**src/rtl/shiftadd_mult_pkg.sv**
```systemverilog
package shiftadd_mult_pkg;

    // Controller state codes; code 2'b11 is unused and decodes to nothing
    typedef enum logic [1:0] {
        ST_IDLE  = 2'b00,
        ST_ADD   = 2'b01,
        ST_SHIFT = 2'b10,
        ST_BAD   = 2'b11
    } sam_state_e;

    // Decoded state lines plus the control strobes they produce
    typedef struct packed {
        logic idle;      // state decoder: idle
        logic in_add;    // state decoder: conditional-add state
        logic in_shift;  // state decoder: shift state
        logic init;      // clear accumulator and carry, preset counter
        logic add;       // accumulator <= accumulator + multiplicand
        logic clr_c;     // clear carry flip-flop
    } sam_ctrl_s;

    function automatic sam_ctrl_s sam_decode(input sam_state_e st,
                                             input logic go,
                                             input logic q0);
        sam_ctrl_s c;
        c.idle     = (st == ST_IDLE);
        c.in_add   = (st == ST_ADD);
        c.in_shift = (st == ST_SHIFT);
        c.init     = c.idle & go;
        c.add      = c.in_add & q0;
        c.clr_c    = c.init | c.in_shift;
        return c;
    endfunction

endpackage

```
**src/rtl/sam_adder.sv**
```systemverilog
module sam_adder #(
    parameter int WIDTH = 8
) (
    input  logic [WIDTH-1:0] x,
    input  logic [WIDTH-1:0] y,
    output logic [WIDTH-1:0] s,
    output logic             cout
);
    logic [WIDTH:0] cy;

    assign cy[0] = 1'b0;

    for (genvar i = 0; i < WIDTH; i++) begin : g_bit
        assign s[i]    = x[i] ^ y[i] ^ cy[i];
        assign cy[i+1] = (x[i] & y[i]) | (cy[i] & (x[i] ^ y[i]));
    end

    assign cout = cy[WIDTH];
endmodule

```
**src/rtl/sam_counter.sv**
```systemverilog
module sam_counter #(
    parameter int WIDTH = 8,
    localparam int CNT_W = (WIDTH > 2) ? $clog2(WIDTH) : 1
) (
    input  logic clk,
    input  logic rst,
    input  logic init,
    input  logic dec,
    output logic zero
);
    localparam logic [CNT_W-1:0] PRESET = CNT_W'(WIDTH - 1);

    logic [CNT_W-1:0] p;

    always_ff @(posedge clk) begin
        if (rst)
            p <= '0;
        else if (init)
            p <= PRESET;
        else if (dec)
            p <= p - 1'b1;
    end

    // Zero detect on the value before any decrement of this cycle
    assign zero = (p == '0);
endmodule

```
**src/rtl/sam_ctrl.sv**
```systemverilog
module sam_ctrl
    import shiftadd_mult_pkg::*;
(
    input  logic      clk,
    input  logic      rst,
    input  logic      go,
    input  logic      q0,
    input  logic      zero,
    output sam_ctrl_s ctrl,
    output logic      busy,
    output logic      done
);
    sam_state_e st;
    sam_state_e st_nx;
    sam_ctrl_s  dec;

    always_comb dec = sam_decode(st, go, q0);

    // High bit: follows the add state. Low bit: a start, or a shift with bits left.
    // The unused code decodes to no state line and therefore falls to idle.
    always_comb begin
        st_nx = sam_state_e'({dec.in_add, dec.init | (dec.in_shift & ~zero)});
    end

    always_ff @(posedge clk) begin
        if (rst) begin
            st   <= ST_IDLE;
            done <= 1'b0;
        end else begin
            st   <= st_nx;
            done <= dec.in_shift & zero;
        end
    end

    assign ctrl = dec;
    assign busy = dec.in_add | dec.in_shift;
endmodule

```
**src/rtl/sam_datapath.sv**
```systemverilog
module sam_datapath
    import shiftadd_mult_pkg::*;
#(
    parameter int WIDTH = 8
) (
    input  logic               clk,
    input  logic               rst,
    input  sam_ctrl_s          ctrl,
    input  logic               ld_b,
    input  logic               ld_q,
    input  logic [WIDTH-1:0]   din,
    output logic               q0,
    output logic [2*WIDTH-1:0] product
);
    logic [WIDTH-1:0] b_reg;
    logic [WIDTH-1:0] a_reg;
    logic [WIDTH-1:0] q_reg;
    logic             c_reg;
    logic [WIDTH-1:0] sum;
    logic             cout;

    sam_adder #(.WIDTH(WIDTH)) u_add (
        .x    (a_reg),
        .y    (b_reg),
        .s    (sum),
        .cout (cout)
    );

    // Multiplicand
    always_ff @(posedge clk) begin
        if (rst)
            b_reg <= '0;
        else if (ctrl.idle && ld_b)
            b_reg <= din;
    end

    // Accumulator and carry
    always_ff @(posedge clk) begin
        if (rst) begin
            a_reg <= '0;
            c_reg <= 1'b0;
        end else if (ctrl.init) begin
            a_reg <= '0;
            c_reg <= 1'b0;
        end else if (ctrl.add) begin
            a_reg <= sum;
            c_reg <= cout;
        end else if (ctrl.in_shift) begin
            a_reg <= {c_reg, a_reg[WIDTH-1:1]};
            c_reg <= 1'b0;
        end else if (ctrl.clr_c) begin
            c_reg <= 1'b0;
        end
    end

    // Multiplier shift register, refilled from the accumulator
    always_ff @(posedge clk) begin
        if (rst)
            q_reg <= '0;
        else if (ctrl.idle && ld_q)
            q_reg <= din;
        else if (ctrl.in_shift)
            q_reg <= {a_reg[0], q_reg[WIDTH-1:1]};
    end

    assign q0      = q_reg[0];
    assign product = {a_reg, q_reg};
endmodule

```
**src/rtl/shiftadd_mult.sv**
```systemverilog
module shiftadd_mult
    import shiftadd_mult_pkg::*;
#(
    parameter int WIDTH = 8
) (
    input  logic               clk,
    input  logic               rst,
    input  logic               ld_mcand,
    input  logic               ld_mplier,
    input  logic [WIDTH-1:0]   din,
    input  logic               go,
    output logic               busy,
    output logic               done,
    output logic [2*WIDTH-1:0] product
);
    sam_ctrl_s ctrl;
    logic      q0;
    logic      zero;

    sam_ctrl u_ctrl (
        .clk  (clk),
        .rst  (rst),
        .go   (go),
        .q0   (q0),
        .zero (zero),
        .ctrl (ctrl),
        .busy (busy),
        .done (done)
    );

    sam_counter #(.WIDTH(WIDTH)) u_cnt (
        .clk  (clk),
        .rst  (rst),
        .init (ctrl.init),
        .dec  (ctrl.in_shift),
        .zero (zero)
    );

    sam_datapath #(.WIDTH(WIDTH)) u_dp (
        .clk     (clk),
        .rst     (rst),
        .ctrl    (ctrl),
        .ld_b    (ld_mcand),
        .ld_q    (ld_mplier),
        .din     (din),
        .q0      (q0),
        .product (product)
    );
endmodule

```
**config.mk**
```make
export PLATFORM = sky130hd
export DESIGN_NAME = shiftadd_mult
export DESIGN_NICKNAME = d
export VERILOG_FILES = /design/src/rtl/shiftadd_mult_pkg.sv /design/src/rtl/sam_adder.sv /design/src/rtl/sam_counter.sv /design/src/rtl/sam_ctrl.sv /design/src/rtl/sam_datapath.sv /design/src/rtl/shiftadd_mult.sv
export SDC_FILE = /design/constraint.sdc
export NUM_CORES = 1
export LEC_CHECK = 0
export BUFFER_PORTS_ARGS = -buffer_cell sky130_fd_sc_hd__buf_2
export CAP_MARGIN = 25
export CORE_MARGIN = 3
export CORE_UTILIZATION = 34
export DETAILED_ROUTE_END_ITERATION = 10
export GPL_TIMING_DRIVEN = 1
export SLEW_MARGIN = 20
export SYNTH_ARGS = -nofsm -noshare
export SYNTH_HDL_FRONTEND = slang
export SYNTH_HIERARCHICAL = 1
export SYNTH_SLANG_ARGS = --single-unit
export TNS_END_PERCENT = 100
```
**constraint.sdc**
```tcl
create_clock -name clk -period 9.2 [get_ports clk]
set_input_delay 1.84 -clock clk [delete_from_list [all_inputs] [get_ports clk]]
set_output_delay 1.84 -clock clk [all_outputs]
set_load 0.05 [all_outputs]
```
# Yosys cells after proc, flatten, opt, wreduce, memory -nomap -nowiden
# Index checks and enable logic that the tools add are counted.
[totals]
output_inout_bits = 18
inputBits = 13
ramBits = 0
latch_bits = 0
mem_count = 0
reg_bits = 31
rom_bits = 0
[classes]
reduce_logical = 9
n_mux = 9
eq_ne = 2
n_bitwise = 45
n_mul = 0
add_sub_neg = 1
n_div = 0
n_lt_le_gt_ge = 0
n_shift = 0
[op_table]
columns = ["cell", "n"]
rows = [
  ["2-to-1 mux 8 bit", 4],
  ["AND 1 bit", 19],
  ["bitwise XOR 1 bit", 15],
  ["OR 1 bit", 10],
  ["2-to-1 mux 3 bit", 2],
  ["nonzero test 2 bit", 3],
  ["logical NOT 3 bit", 1],
  ["2-to-1 mux 1 bit", 3],
  ["nonzero test 3 bit", 1],
  ["subtractor 3 x 1 -> 3 bit (second input constant)", 1],
  ["== test 2 x 1 -> 1 bit (second input constant)", 1],
  ["== test 2 bit (second input constant)", 1],
  ["logical AND 1 bit", 2],
  ["logical NOT 2 bit", 1],
  ["OR reduction 2 bit", 1],
  ["NOT 1 bit", 1],
]

# Logic depth before layout (Yosys ltp)
# Gate-level depths: netlist (run 1).
[depth]
depth_word = 16
ltp_mapped = 14

# Hierarchy
# The synthesis (run 1) kept the hierarchy.
[modules_own_cells]
columns = ["mod", "area_per_inst_um2", "cells_each", "instances"]
rows = [
  ["sam_datapath", 1186.1, 112, 1],
  ["sam_adder", 190.2, 18, 1],
  ["sam_ctrl", 161.4, 18, 1],
  ["sam_counter", 153.9, 17, 1],
]

# Least setup slack after synthesis (run 1)
# Ideal clock, no wire load.
[synth_timing]
kind = "register -> register"
startpoint = "register u_dp.a_reg[0]"
endpoint = "register u_dp.a_reg[7]"
arrival_ns = 3.561
t_required_ns = 9.141
path_slack_ns = 5.580
path_stages_with_launch = 15
cell_sequence = "dfxtp_1 > ha_1 > inv_1 > fa_1 > inv_1 > fa_1 > fa_1 > fa_1 > fa_1 > fa_1 > inv_1 > fa_1 > inv_1 > nand2b_1 > o211a_1"
[synth_between]
elab_chain_len = 15
[synth_lines]
columns = ["element", "line", "source"]
rows = [
  ["start: declaration", "sam_datapath.sv:16", "logic [WIDTH-1:0] a_reg;"],
  ["start signal: assignment", "sam_datapath.sv:46", "a_reg <= sum;"],
  ["start signal: assignment", "sam_datapath.sv:49", "a_reg <= {c_reg, a_reg[WIDTH-1:1]};"],
  ["AND 1 bit (2 in series)", "sam_adder.sv:15", "assign cy[i+1] = (x[i] & y[i]) | (cy[i] & (x[i] ^ y[i]));"],
  ["OR 1 bit", "sam_adder.sv:15", ""],
  ["AND 1 bit", "sam_adder.sv:15", ""],
  ["OR 1 bit", "sam_adder.sv:15", ""],
  ["AND 1 bit", "sam_adder.sv:15", ""],
  ["OR 1 bit", "sam_adder.sv:15", ""],
  ["AND 1 bit", "sam_adder.sv:15", ""],
  ["OR 1 bit", "sam_adder.sv:15", ""],
  ["AND 1 bit", "sam_adder.sv:15", ""],
  ["OR 1 bit", "sam_adder.sv:15", ""],
  ["AND 1 bit", "sam_adder.sv:15", ""],
  ["OR 1 bit", "sam_adder.sv:15", ""],
  ["bitwise XOR 1 bit", "sam_adder.sv:14", "assign s[i] = x[i] ^ y[i] ^ cy[i];"],
  ["via u_dp.sum[7]", "sam_datapath.sv:19", "logic [WIDTH-1:0] sum;"],
  ["2-to-1 mux 8 bit", "sam_datapath.sv:45", "end else if (ctrl.add) begin"],
]
# The timed path passes the listed nets, and every way through them passes these cells.
# A chain may end at the register's enable or synchronous reset.

# Worst setup path in the final report (run 1)
# Ends and elaborated chain as after synthesis.

==> impl_metrics.py, run 1 <==
metrics = {
    "placed_design": {
        "hpwl_um": 2410,
        "place_inst": 250,
        "gp_congestion": 0.817,
        "io_buffers": 30,
    },
    "timing": {
        "rsz0062_at_grt": "no",
        "worstMarginPinSlew_ns": 0.817,
        "drv_slew": 0,
        "clock-skew-final_ns": 0.00353,
        "relSlewSlack_pct": 45.6,
        "post-route-period-util_pct": 38.0,
        "hold_violations": 0,
        "fin_crit_ns": 3.50,
        "setup_viol": 0,
        "fmax_ghz": 0.286,
        "tns_ns": 0,
    },
    "layout": {
        "layout-drive-gt1-share_pct": 27.7,
        "n_antenna_cell": 0,
        "fillers": 491,
        "stdcell_count": 256,
        "final_nets": 218,
        "area_growth_pct": 15.0,
    },
    "global_route": {
        "grt_pass1_wl_um": 5780,
        "grt.overflow.total": 0,
        "track_usage_pct": 12.5,
        "grt_max_degree": 27,
        "use_met3_pct": 3.66,
        "use_met1_pct": 15.1,
        "grt_pass1_vias": 1203,
        "use_met2_pct": 20.4,
        "grt-busiest-layer": "met2",
        "antenna_found_initial": 0,
    },
    "floorplan": {
        "fp.dieW_um": 76.4,
        "row_count": 24,
        "start_util_pct": 36.9,
        "die_area_mm2": 0.00583,
        "pin_count": 31,
        "fp.dieH_um": 76.4,
        "core_mm2": 0.00456,
    },
    "clock_network": {
        "postCtsSetupBuffers": 0,
        "cts_resized": 0,
        "clk_pin_slew_worst_paths_ns": 0.06,
        "cts-root-buf": "clkbuf_8",
        "cts_buffers": 5,
        "holdBufCountCts": 0,
        "cts_buffer_depth": 2,
        "ctsHtreeMaxLevel": 2,
        "clkLatencyLatePin_ns": 0.28,
        "clock_sinks": 31,
        "cts_tree": "built",
    },
    "power_and_ir_drop": {
        "power_density_mw_per_mm2": 159,
        "worst_ir_drop_vdd_mv": 0.0522,
        "p_leak_nw": 0.961,
    },
    "yosys": {
        "syn_avg_cell_area_um2": 10.3,
        "synth_nets": 190,
        "synth_cells": 164,
        "syn-cell-area_mm2": 0.00168,
        "yosys_warnings": 6,
    },
    "worst_hold_path": {
        "hold_path.class": "register to register",
        "hold_path.startpoint": "u_cnt/p[2]",
        "min_path_cells": 2,
        "hold_end": "u_cnt/p[2]",
    },
    "critical_path": {
        "rr_endpoint": "u_dp/a_reg[7]",
        "slowest_delay_ns": 0.40,
        "crit_type": "register to register",
        "critPathArrivalTime_ns": 3.72,
        "slowest_stage": "fa_1",
        "r2r_slack_ns": 5.70,
        "crit_top_cell": "fa_1",
        "ff2ff_path_depth": 14,
        "critical_path.endpoint_type": "register",
        "setup.worst_path.start_class": "register",
        "cp.required_ns": 9.43,
        "crit_fanout": 4,
        "worstPathCellList": "ha_1 -> inv_1 -> fa_1 -> inv_1 -> fa_1 -> fa_1 -> fa_1 -> fa_1 -> fa_1 -> inv_1 -> fa_1 -> inv_1 -> nand2b_1 -> o211a_1",
        "worst_r2r_startpoint": "u_dp/a_reg[0]",
    },
    "drt": {
        "num_vias": 1216,
        "drt-total-wl_um": 3470,
        "first_pass_iters": 4,
        "wire_per_inst_um": 13.6,
        "ant_nets": 0,
        "drc": 0,
        "avgViaCountPerCell": 4.75,
        "drtIter0Drc": 45,
    },
    "status": {
        "status": "finished, final reports clean",
    },
    "run": {
        "maxCapViolCount": 0,
    },
}
layer usage:
metal  part of all wire (%)  up-vias  wire [um]
met3                    3.4        6        119
met1                     47      583       1630
li1                       -      613          -
met5                      0        -          0
met4                    2.1        0         74
met2                     47       14       1640
placed cells by master, fill, tap and decap left out, drive strengths merged:
master,count
and2,1
nor2,2
mux2,8
o211a,8
nand3,8
or2b,2
a21bo,8
a31oi,2
ha,6
nand2,4
a21boi,1
inv,17
or4b,1
buf,31
and3b,8
a211oi,8
nor2b,1
nand2b,12
a21oi,10
xnor2,1
mux2i,8
dfxtp,31
fa,7
clkbuf,6
power breakdown:
| group | internal (W) | leakage, nW | total, W | switching, W |
|---|---|---|---|---|
| Clock | 0.0000503 | 0.0371 | 0.0000966 | 0.0000464 |
| Sequential | 0.000143 | 0.254 | 0.000149 | 0.00000625 |
| Combinational | 0.0000216 | 0.670 | 0.0000614 | 0.0000398 |
worst max-delay path: cells and delay by family (launching register included):
family          cells  cell delay, ns
compound gates      1            0.14
buf+inv             4            0.24
simple gates        1            0.09
fa+ha+maj           8            2.64
flops               1            0.33
final cells by class:
type / instances / area [um2] / area share, %
multi-input combinational: 106 / 941 / 48.6
sequential: 31 / 621 / 32.0
timing repair buffer: 31 / 158 / 8.14
tap: 65 / 81.3 / 4.20
clock buffer: 6 / 72.6 / 3.75
inverter: 17 / 63.8 / 3.29
through the flow:
step	setup slack [ns]	hold slack, ns	power (W)	utilization, %	cell area, um2
CTS	5.68	0.502	0.000313	42.4	1940
global route	5.52	0.527	0.000325	42.4	1940
global placement	5.76	0.483	0.000213	40.8	1860
floorplan	5.58	0.460	0.000200	-	1680
finish	5.70	0.500	0.000307	42.4	1940
detailed placement	5.68	0.493	0.000214	40.8	1860
worst max-delay path by stage:
stage / start / end / slack [ns] / cells past startpoint
5_1_grt: u_dp/a_reg[0] / u_dp/a_reg[7] / 5.52 / 14
3_3_place_gp: u_dp/a_reg[0] / u_dp/a_reg[7] / 5.76 / 14
2_1_floorplan: u_dp/a_reg[0] / u_dp/a_reg[7] / 5.58 / 14
3_5_place_dp: u_dp/a_reg[0] / u_dp/a_reg[7] / 5.68 / 14
6_report: u_dp/a_reg[0] / u_dp/a_reg[7] / 5.70 / 14
4_1_cts: u_dp/a_reg[0] / u_dp/a_reg[7] / 5.68 / 14
Note: power is estimated with default switching activity, not from simulation.
==> inputs of run 2 (changes only) <==
==> constraint.sdc (replaced) <==
create_clock -name clk -period 3.3 [get_ports clk]
set_input_delay 0.66 -clock clk [delete_from_list [all_inputs] [get_ports clk]]
set_output_delay 0.66 -clock clk [all_outputs]
set_load 0.05 [all_outputs]
==> impl_metrics.py, run 2 (synthesis gave the netlist of run 1 again) <==
metrics = {
    "critical_path": {
        "crit_fanout": 2,
        "setup.worst_path.start_class": "register",
        "crit_top_cell": "fa_2",
        "crit_type": "register to register",
        "r2r_slack_ns": -0.005,
        "critPathArrivalTime_ns": 3.53,
        "slowest_stage": "fa_1",
        "critical_path.endpoint_type": "register",
        "slowest_delay_ns": 0.39,
        "cp.required_ns": 3.53,
        "worstPathCellList": "ha_1 -> inv_1 -> fa_1 -> inv_1 -> fa_2 -> fa_2 -> fa_2 -> fa_2 -> fa_2 -> inv_2 -> fa_1 -> inv_1 -> nand2b_1 -> o211a_1",
    },
    "layout": {
        "final_nets": 219,
        "fillers": 471,
        "n_antenna_cell": 0,
        "seq_area_um2": 624,
        "area_growth_pct": 16.6,
        "final_cell_mix": "buf_2, dfxtp_1, inv_1, nand2b_1, a21oi_1",
        "multiInputGateArea_um2": 953,
        "layout-drive-gt1-share_pct": 31.6,
    },
    "timing": {
        "setup_viol": 1,
        "fmax_ghz": 0.303,
        "post-route-period-util_pct": 100,
        "relSlewSlack_pct": 46.2,
        "fin_crit_ns": 3.30,
        "worstMarginPinSlew_ns": 0.807,
        "hold_violations": 0,
        "drv_slew": 0,
        "rsz0062_at_grt": "yes",
        "worst_slack_ns": -0.00470,
        "tns_ns": -0.00470,
        "clock-skew-final_ns": 0.00507,
    },
    "placed_design": {
        "gp_congestion": 0.726,
        "hpwl_um": 2390,
        "pre_cts_ws_ns": -0.0317,
        "io_buffers": 30,
    },
    "drt": {
        "num_vias": 1237,
        "first_pass_iters": 4,
        "wire_per_inst_um": 13.0,
        "avgViaCountPerCell": 4.79,
        "drc": 0,
        "ant_nets": 0,
        "drt-total-wl_um": 3360,
        "drtIter0Drc": 75,
    },
    "run": {
        "maxCapViolCount": 0,
    },
    "global_route": {
        "grt_max_degree": 27,
        "grt.overflow.total": 0,
        "antenna_found_initial": 0,
        "grt_pass1_vias": 1198,
        "track_usage_pct": 12.3,
        "grt_pass1_wl_um": 5760,
    },
    "clock_network": {
        "clkLatencyLatePin_ns": 0.28,
        "postCtsSetupBuffers": 0,
        "ctsHtreeMaxLevel": 2,
        "cts-root-buf": "clkbuf_8",
        "cts_buffers": 5,
        "clk_pin_slew_worst_paths_ns": 0.06,
        "clock_sinks": 31,
        "cts_buffer_depth": 2,
        "cts_tree": "built",
    },
    "status": {
        "status": "finished with violations",
        "violations": "setup timing",
    },
    "floorplan": {
        "row_count": 24,
        "fp.dieH_um": 76.4,
        "fp.dieW_um": 76.4,
        "core_mm2": 0.00456,
        "start_util_pct": 36.9,
        "die_area_mm2": 0.00583,
        "pin_count": 31,
    },
    "power_and_ir_drop": {
        "worst_ir_drop_vdd_mv": 0.171,
        "power_w": 0.000864,
        "power_density_mw_per_mm2": 440,
        "p_leak_nw": 0.957,
    },
    "worst_hold_path": {
        "hold_path.class": "register to register",
    },
}
-- run 2: stage by stage --
step / utilization (%) / cells / hold slack, ns / instance area, um2
after detailed placement: 41.3 / 251 / 0.490 / 1880
after CTS: 43.0 / 258 / 0.504 / 1960
final: 43.0 / 258 / 0.500 / 1960
after global routing: 43.0 / 258 / 0.529 / 1960
after floorplan: - / 164 / 0.460 / 1700
after global placement: 41.3 / 251 / 0.482 / 1880
-- run 2: worst paths after layout --
check | from | end | depth (start not counted)
max | u_dp/a_reg[0] | u_dp/a_reg[7] | 14
min reg2reg | u_cnt/p[1] | u_cnt/p[1] | 2
max reg2reg | u_dp/a_reg[0] | u_dp/a_reg[7] | 14
min | u_cnt/p[1] | u_cnt/p[1] | 2
-- run 2: power breakdown --
| group | internal (W) | leakage (nW) | switching [W] |
|---|---|---|---|
| Sequential | 0.000398 | 0.255 | 0.0000165 |
| Combinational | 0.0000613 | 0.664 | 0.000110 |
| Clock | 0.000145 | 0.0383 | 0.000133 |
-- run 2: final cells by class --
cell class              count  share of cell area (%)
flip-flops and latches     31                    31.8
multi-input cells         106                    48.5
clock buffers               7                    3.89
inverters                  17                    3.25
well taps                  65                    4.14
repair buffers             32                    8.41
-- run 2: routing by layer --
| metal | routed length [um] | track usage (%) | up-vias |
|---|---|---|---|
| met4 | 36 | 5.43 | 0 |
| met2 | 1640 | 18.8 | 18 |
| met1 | 1580 | 15.8 | 596 |
| li1 | - | - | 620 |
| met5 | 0 | 0 | - |
| met3 | 100 | 4.14 | 3 |
-- run 2: repair_timing --
| action | in CTS | in global routing |
|---|---|---|
| hold buffers | 0 | 0 |
| resized for setup | 2 | 1 |
| pin swaps | 0 | 0 |
| endpoints found under the setup margin | 1 | 1 |
-- run 2: worst max-delay path: cells and delay by family, from the launching register on --
family	cells	cell delay (ns)
fa+ha+maj	8	2.44
flops	1	0.34
buf+inv	4	0.22
compound gates	1	0.14
simple gates	1	0.09
